`config.mk`:
```
export PLATFORM = sky130hd
export DESIGN_NAME = usb_hxfer_launch
export DESIGN_NICKNAME = d
export VERILOG_FILES = /design/src/rtl/hl_pkg.sv /design/src/rtl/hl_bus_decode.sv /design/src/rtl/hl_chan.sv /design/src/rtl/usb_hxfer_launch.sv
export SDC_FILE = /design/constraint.sdc
export NUM_CORES = 1
export LEC_CHECK = 0
export CAP_MARGIN = 10
export CORE_MARGIN = 2
export CORE_UTILIZATION = 55
export DETAILED_ROUTE_END_ITERATION = 8
export PLACE_DENSITY_LB_ADDON = 0.12
export SYNTH_ARGS = -nofsm -noshare
export SYNTH_HDL_FRONTEND = slang
export SYNTH_SLANG_ARGS = --single-unit
export TNS_END_PERCENT = 10
```
`constraint.sdc`:
```
create_clock -name clk -period 5.5 [get_ports clk]
set_clock_uncertainty 0.1 [all_clocks]
set_input_delay 1.1 -clock clk [delete_from_list [all_inputs] [get_ports clk]]
set_output_delay 1.1 -clock clk [all_outputs]
set_load 0.1 [all_outputs]
```
`src/rtl/hl_pkg.sv`:
```
package hl_pkg;
  localparam int REG_W      = 16;
  localparam int BIT_TOG    = 6;
  localparam int BIT_SYNC   = 5;
  localparam int BIT_ISO    = 4;
  localparam int BIT_ARM    = 0;
  localparam int BIT_PSEL   = 14;
  localparam int OFF_CTRL   = 0;
  localparam int OFF_PTR    = 2;
  localparam int OFF_CNT    = 4;

  typedef enum logic [1:0] {SEL_NONE, SEL_CTRL, SEL_PTR, SEL_CNT} reg_sel_e;
  typedef enum logic [1:0] {CH_IDLE, CH_WAIT, CH_BUSY} ch_state_e;
endpackage

```
`src/rtl/hl_bus_decode.sv`:
```
module hl_bus_decode
  import hl_pkg::*;
#(
  parameter int NCH         = 2,
  parameter int ADDR_W      = 6,
  parameter int STRIDE_LOG2 = 5
) (
  input  logic [ADDR_W-1:0] addr_i,
  output logic [NCH-1:0]    ch_hit_o,
  output reg_sel_e          reg_sel_o
);
  localparam int IDX_W = ADDR_W - STRIDE_LOG2;

  logic [IDX_W-1:0]       idx;
  logic [STRIDE_LOG2-1:0] off;

  assign idx = addr_i[ADDR_W-1:STRIDE_LOG2];
  assign off = addr_i[STRIDE_LOG2-1:0];

  for (genvar g = 0; g < NCH; g++) begin : g_hit
    assign ch_hit_o[g] = (idx == IDX_W'(g));
  end

  always_comb begin
    if (off == STRIDE_LOG2'(OFF_CTRL))     reg_sel_o = SEL_CTRL;
    else if (off == STRIDE_LOG2'(OFF_PTR)) reg_sel_o = SEL_PTR;
    else if (off == STRIDE_LOG2'(OFF_CNT)) reg_sel_o = SEL_CNT;
    else                                   reg_sel_o = SEL_NONE;
  end
endmodule

```
`src/rtl/hl_chan.sv`:
```
module hl_chan
  import hl_pkg::*;
#(
  parameter int PTR_W = 16,
  parameter int CNT_W = 10
) (
  input  logic             clk,
  input  logic             rst_n,
  input  logic             wr_i,
  input  reg_sel_e         sel_i,
  input  logic [REG_W-1:0] wdata_i,
  output logic [REG_W-1:0] rdata_o,
  input  logic             eng_idle_i,
  input  logic             done_i,
  input  logic             low_speed_i,
  input  logic             sof_i,
  input  logic             eop_i,
  output logic             start_o,
  output logic [PTR_W-1:0] req_ptr_o,
  output logic [CNT_W-1:0] req_cnt_o,
  output logic             req_psel_o,
  output logic             req_tog_o,
  output logic             req_iso_o
);
  ch_state_e        state_q, state_d;
  logic             seen_q, seen_d;
  logic             start_q;
  logic             tog_q, sync_q, iso_q, psel_q;
  logic [PTR_W-1:0] ptr_q;
  logic [CNT_W-1:0] cnt_q;
  logic             cap_tog_q, cap_iso_q, cap_psel_q;
  logic [PTR_W-1:0] cap_ptr_q;
  logic [CNT_W-1:0] cap_cnt_q;

  logic wr_ctrl, wr_ptr, wr_cnt, evt, cancel, launch;

  assign wr_ctrl = wr_i && (sel_i == SEL_CTRL);
  assign wr_ptr  = wr_i && (sel_i == SEL_PTR);
  assign wr_cnt  = wr_i && (sel_i == SEL_CNT);
  assign evt     = low_speed_i ? eop_i : sof_i;
  assign cancel  = (state_q == CH_WAIT) && wr_ctrl && !wdata_i[BIT_ARM];
  assign launch  = (state_q == CH_WAIT) && !cancel && eng_idle_i &&
                   (!sync_q || seen_q || evt);

  always_comb begin
    state_d = state_q;
    seen_d  = seen_q;
    unique case (state_q)
      CH_IDLE: if (wr_ctrl && wdata_i[BIT_ARM]) begin
        state_d = CH_WAIT;
        seen_d  = 1'b0;
      end
      CH_WAIT: begin
        if (cancel)      state_d = CH_IDLE;
        else if (launch) state_d = CH_BUSY;
        else if (evt)    seen_d  = 1'b1;
      end
      CH_BUSY: if (done_i) state_d = CH_IDLE;
      default: state_d = CH_IDLE;
    endcase
  end

  always_ff @(posedge clk or negedge rst_n) begin
    if (!rst_n) begin
      state_q <= CH_IDLE;
      seen_q  <= 1'b0;
      start_q <= 1'b0;
    end else begin
      state_q <= state_d;
      seen_q  <= seen_d;
      start_q <= launch;
    end
  end

  always_ff @(posedge clk or negedge rst_n) begin
    if (!rst_n) begin
      tog_q  <= 1'b0;
      sync_q <= 1'b0;
      iso_q  <= 1'b0;
      ptr_q  <= '0;
      cnt_q  <= '0;
      psel_q <= 1'b0;
    end else begin
      if (wr_ctrl) begin
        tog_q  <= wdata_i[BIT_TOG];
        sync_q <= wdata_i[BIT_SYNC];
        iso_q  <= wdata_i[BIT_ISO];
      end
      if (wr_ptr) ptr_q <= wdata_i[PTR_W-1:0];
      if (wr_cnt) begin
        cnt_q  <= wdata_i[CNT_W-1:0];
        psel_q <= wdata_i[BIT_PSEL];
      end
    end
  end

  always_ff @(posedge clk or negedge rst_n) begin
    if (!rst_n) begin
      cap_tog_q  <= 1'b0;
      cap_iso_q  <= 1'b0;
      cap_psel_q <= 1'b0;
      cap_ptr_q  <= '0;
      cap_cnt_q  <= '0;
    end else if (launch) begin
      cap_tog_q  <= tog_q;
      cap_iso_q  <= iso_q;
      cap_psel_q <= psel_q;
      cap_ptr_q  <= ptr_q;
      cap_cnt_q  <= cnt_q;
    end
  end

  always_comb begin
    rdata_o = '0;
    unique case (sel_i)
      SEL_CTRL: begin
        rdata_o[BIT_TOG]  = tog_q;
        rdata_o[BIT_SYNC] = sync_q;
        rdata_o[BIT_ISO]  = iso_q;
        rdata_o[BIT_ARM]  = (state_q != CH_IDLE);
      end
      SEL_PTR: rdata_o[PTR_W-1:0] = ptr_q;
      SEL_CNT: begin
        rdata_o[CNT_W-1:0] = cnt_q;
        rdata_o[BIT_PSEL]  = psel_q;
      end
      default: rdata_o = '0;
    endcase
  end

  assign start_o    = start_q;
  assign req_ptr_o  = cap_ptr_q;
  assign req_cnt_o  = cap_cnt_q;
  assign req_psel_o = cap_psel_q;
  assign req_tog_o  = cap_tog_q;
  assign req_iso_o  = cap_iso_q;

  AST_START_ONE_CYCLE: assert property (@(posedge clk) disable iff (!rst_n)
    start_o |=> !start_o);
  AST_START_NEEDS_IDLE: assert property (@(posedge clk) disable iff (!rst_n)
    start_o |-> $past(eng_idle_i));
  AST_REQ_HELD: assert property (@(posedge clk) disable iff (!rst_n)
    (state_q == CH_BUSY && !start_o) |->
      $stable({req_ptr_o, req_cnt_o, req_psel_o, req_tog_o, req_iso_o}));
  AST_DONE_DISARMS: assert property (@(posedge clk) disable iff (!rst_n)
    (state_q == CH_BUSY && done_i) |=> (state_q == CH_IDLE && !start_o));
  AST_NO_START_IN_FLIGHT: assert property (@(posedge clk) disable iff (!rst_n)
    (start_o && state_q == CH_BUSY) |=> (state_q != CH_BUSY || !start_o));
endmodule

```
`src/rtl/usb_hxfer_launch.sv`:
```
module usb_hxfer_launch
  import hl_pkg::*;
#(
  parameter int NCH         = 2,
  parameter int ADDR_W      = 6,
  parameter int STRIDE_LOG2 = 5,
  parameter int PTR_W       = 16,
  parameter int CNT_W       = 10
) (
  input  logic                 clk,
  input  logic                 rst_n,
  input  logic                 bus_wr_i,
  input  logic [ADDR_W-1:0]    bus_addr_i,
  input  logic [REG_W-1:0]     bus_wdata_i,
  output logic [REG_W-1:0]     bus_rdata_o,
  input  logic [NCH-1:0]       eng_idle_i,
  input  logic [NCH-1:0]       eng_done_i,
  input  logic [NCH-1:0]       low_speed_i,
  input  logic [NCH-1:0]       sof_i,
  input  logic [NCH-1:0]       eop_i,
  output logic [NCH-1:0]       start_o,
  output logic [NCH*PTR_W-1:0] req_ptr_o,
  output logic [NCH*CNT_W-1:0] req_cnt_o,
  output logic [NCH-1:0]       req_psel_o,
  output logic [NCH-1:0]       req_tog_o,
  output logic [NCH-1:0]       req_iso_o
);
  logic [NCH-1:0]   ch_hit;
  reg_sel_e         reg_sel;
  logic [REG_W-1:0] ch_rd [NCH];

  hl_bus_decode #(.NCH(NCH), .ADDR_W(ADDR_W), .STRIDE_LOG2(STRIDE_LOG2)) u_dec (
    .addr_i   (bus_addr_i),
    .ch_hit_o (ch_hit),
    .reg_sel_o(reg_sel)
  );

  for (genvar c = 0; c < NCH; c++) begin : g_ch
    hl_chan #(.PTR_W(PTR_W), .CNT_W(CNT_W)) u_ch (
      .clk        (clk),
      .rst_n      (rst_n),
      .wr_i       (bus_wr_i && ch_hit[c]),
      .sel_i      (reg_sel),
      .wdata_i    (bus_wdata_i),
      .rdata_o    (ch_rd[c]),
      .eng_idle_i (eng_idle_i[c]),
      .done_i     (eng_done_i[c]),
      .low_speed_i(low_speed_i[c]),
      .sof_i      (sof_i[c]),
      .eop_i      (eop_i[c]),
      .start_o    (start_o[c]),
      .req_ptr_o  (req_ptr_o[c*PTR_W +: PTR_W]),
      .req_cnt_o  (req_cnt_o[c*CNT_W +: CNT_W]),
      .req_psel_o (req_psel_o[c]),
      .req_tog_o  (req_tog_o[c]),
      .req_iso_o  (req_iso_o[c])
    );
  end

  always_comb begin
    bus_rdata_o = '0;
    for (int c = 0; c < NCH; c++) begin
      if (ch_hit[c]) bus_rdata_o = bus_rdata_o | ch_rd[c];
    end
  end
endmodule

```
==> flow_summary_export.csv <==
group,metric,value,unit
cts,cts_hold_buf,0,
cts,clock-sinks,126,
sta,fin_ws,0.838,ns
cts,ctsResizeCount,0,
setup_path,crit_fanout,9,
sta,finalMaxSlewViolations,0,
floorplanning,core_area,9730,um2
global_routing,grt_pass1_vias,3804,
layout,nets,518,
logic_synthesis,ys_ff_latch,126,
global_routing,grt_overflow,0,
logic_synthesis,yosysWarnings,0,
global_routing,grt_first_pass_wirelength,20700,um
sta,fmax,214,MHz
global_routing,grt_antenna_before_repair,0,
logic_synthesis,synth_area,5500,um2
placement,gp_congestion,0.798,
setup_path,crit_family,"compound AO/OA/AOI/OAI gates",
setup_path,crit_slowest_cell,"or4_1",
setup_path,worst_ep_required_time,4.30,ns
cts,cts_made_buffers,17,
cts,path_clk_slew,0.06,ns
setup_path,end_kind,"output pin",
placement,dp.cells,597,
cts,clk_path_buf_depth,2,
job,max_cap_viol_count,0,
placement,dp_slack,0.943,ns
floorplanning,initial_core_util,0.566,
logic_synthesis,ys_types,37,
global_routing,grt_max_degree,65,
hold_path,min_path_type,"primary input to asynchronous set/reset pin",
floorplanning,die_h,104,um
setup_path,cp_cell_sequence,"clkdlybuf4s50_1 > or4_1 > o31ai_1 > o21ai_0 > a21oi_1 > buf_12",
status,run_status,"completed",
placement,dp_hpwl,8150,um
sta,setup_tns,0,ns
cts,cts_root_buf,"clkbuf_8",
cts,postCtsSetupRepairBufs,0,
cts,cts_tree,"done",
setup_path,worstSetupPathType,"primary input to output pin",
sta,maxSlewHeadroom,0.324,
setup_path,r2r_slack,3.30,ns
detailed_routing,drt-initial-drc-count,95,
logic_synthesis,synth_seq_area_share,0.573,
detailed_routing,vias,3490,
detailed_routing,detail_route.wl_per_cell,19.8,um
layout,drive_gt1_frac,0.366,
power,ir_worst_vdd,0.454,mV
setup_path,cp-start-kind,"primary input",
detailed_routing,drt-pass1-iter-count,5,
detailed_routing,viasPerCell,5.56,
placement,io_buffer_count,110,
sta,finalCritPeriodShare,0.848,
logic_synthesis,synth_nets,409,
sta,whs,0.379,ns
sta,setup_viol,0,
detailed_routing,wirelength,12400,um
cts,h-tree-depth,4,
layout,syn_to_final_growth,33.0,%
global_routing,grtUsageTotal,0.246,
sta,period_needed,4.66,ns
power,p_leak,3.38,nW
detailed_routing,drc,0,
cts,clock_latency,0.51,ns
power,powerDensity,486,nW/um2
sta,rsz0062_at_grt,"false",
layout,fin_cells,628,
floorplanning,ios,111,
setup_path,crit_arrival,3.46,ns
floorplanning,rows,36,
setup_path,crit_buf_inv,2,
sta,worst_pin_slew,1.01,ns
logic_synthesis,synth.avg_cell_area,14.7,um2
setup_path,critPathMaxStageDelay,0.74,ns
sta,hold_violations,0,
layout,diodes,0,
detailed_routing,ant_nets,0,
floorplanning,die_area,10800,um2
floorplanning,fp.dieW,104,um
logic_synthesis,synthCells,374,
per-stage QoR:
stage                     total power [mW]  area [um2]  utilization
after floorplan                       2.26        5500            -
after global placement                2.56        6790        0.698
after detailed placement              2.57        6790        0.698
after CTS                             3.59        7320        0.752
after global routing                  3.68        7320        0.752
final                                 3.56        7320        0.752
Yosys cell counts:
cell type / count / area share
dfrtp_1: 126 / 0.57
mux2_2: 94 / 0.19
mux2_4: 29 / 0.079
mux2i_1: 23 / 0.042
nor2_1: 15 / 0.010
buf_4: 9 / 0.012
nor3_1: 7 / 0.0064
o21ai_0: 7 / 0.0064
o22ai_1: 7 / 0.0080
buf_2: 6 / 0.0055
a21oi_1: 5 / 0.0045
nand2b_1: 5 / 0.0057
a221oi_1: 4 / 0.0064
buf_1: 4 / 0.0027
clkbuf_1: 4 / 0.0027
buf_6: 3 / 0.0061
inv_1: 2 / 0.0014
nand2_1: 2 / 0.0014
nand3_1: 2 / 0.0018
nor2b_1: 2 / 0.0023
o32ai_1: 2 / 0.0032
a21o_1: 1 / 0.0014
and3_1: 1 / 0.0011
clkbuf_2: 1 / 0.00091
nand3b_1: 1 / 0.0014
nand4_1: 1 / 0.0011
nor2_2: 1 / 0.0011
nor4_1: 1 / 0.0011
nor4_4: 1 / 0.0039
nor4b_1: 1 / 0.0016
nor4bb_1: 1 / 0.0018
o211ai_1: 1 / 0.0014
o21a_1: 1 / 0.0014
o31ai_1: 1 / 0.0014
o41ai_4: 1 / 0.0050
or2_1: 1 / 0.0011
or4_1: 1 / 0.0014
state kept, by name, summed over array words and instances, names as in the netlist:
name                  flops
g_ch.u_ch.psel_q          2
g_ch.u_ch.req_ptr_o      32
g_ch.u_ch.req_cnt_o      20
g_ch.u_ch.seen_q          2
g_ch.u_ch.ptr_q          32
g_ch.u_ch.req_tog_o       2
g_ch.u_ch.state_q         4
g_ch.u_ch.tog_q           2
g_ch.u_ch.req_psel_o      2
g_ch.u_ch.cnt_q          20
g_ch.u_ch.req_iso_o       2
g_ch.u_ch.start_o         2
g_ch.u_ch.iso_q           2
g_ch.u_ch.sync_q          2
power breakdown:
group / switching [mW] / total, mW / internal [mW] / leakage [nW]
Clock: 0.374 / 1.00 / 0.628 / 0.264
Combinational: 0.942 / 1.34 / 0.403 / 1.42
Sequential: 0.119 / 1.21 / 1.10 / 1.70
cells by family after synthesis:
family,count (synthesis),share of synthesized area
AO/OA/AOI/OAI,30,0.0389
buffers and inverters,29,0.0316
flip-flops,126,0.573
multiplexers,146,0.313
AND/OR/NAND/NOR,43,0.0434
routing by layer:
layer / routed length (um) / GRT usage / part of all wire
met4: 145 / 0.0840 / 0.012
met3: 602 / 0.0645 / 0.048
met2: 6130 / 0.397 / 0.49
met1: 5550 / 0.326 / 0.45
met5: 0 / 0 / 0
worst paths after layout:
kind | from | to | cells after the start
hold / removal | rst_n | g_ch[0].u_ch.req_cnt_o[0] | 1
hold reg to reg | g_ch[1].u_ch.seen_q | g_ch[1].u_ch.seen_q | 1
max in group asynchronous | rst_n | g_ch[0].u_ch.cnt_q[1] | 2
setup reg to reg | g_ch[0].u_ch.state_q[0] | g_ch[0].u_ch.req_cnt_o[2] | 4
setup / recovery | bus_addr_i[1] | bus_rdata_o[0] | 6
min in group clk | g_ch[1].u_ch.seen_q | g_ch[1].u_ch.seen_q | 1
cells in the final DEF, fill, tap and decap left out, drive strengths merged, types with 2 or more instances in the layout:
| master | instances |
|---|---|
| clkinv | 5 |
| nor2b | 2 |
| nor3 | 7 |
| mux2 | 123 |
| nor2 | 16 |
| clkbuf | 24 |
| o21ai | 7 |
| nand2b | 5 |
| nand3 | 2 |
| clkdlybuf4s50 | 92 |
| o32ai | 2 |
| dfrtp | 126 |
| nor4 | 2 |
| inv | 2 |
| o22ai | 7 |
| mux2i | 23 |
| nand2 | 2 |
| a21oi | 5 |
| buf | 25 |
| a221oi | 4 |
worst reg2reg max path, cell delays in order (launching register included):
cell      delay (ns)
dfrtp_1         0.44
o211ai_1        0.23
nor2_4          0.50
buf_4           0.47
mux2_4          0.36
final cells by class:
class	instances	area (um2)
sequential	126	3150
fill	658	2410
multi-input combinational	219	2190
timing repair buffer	117	1270
clock buffer	24	470
tap	133	166
clock inverter	7	62.6
inverter	2	7.51
No activity file was read; power rests on OpenSTA's default activity.
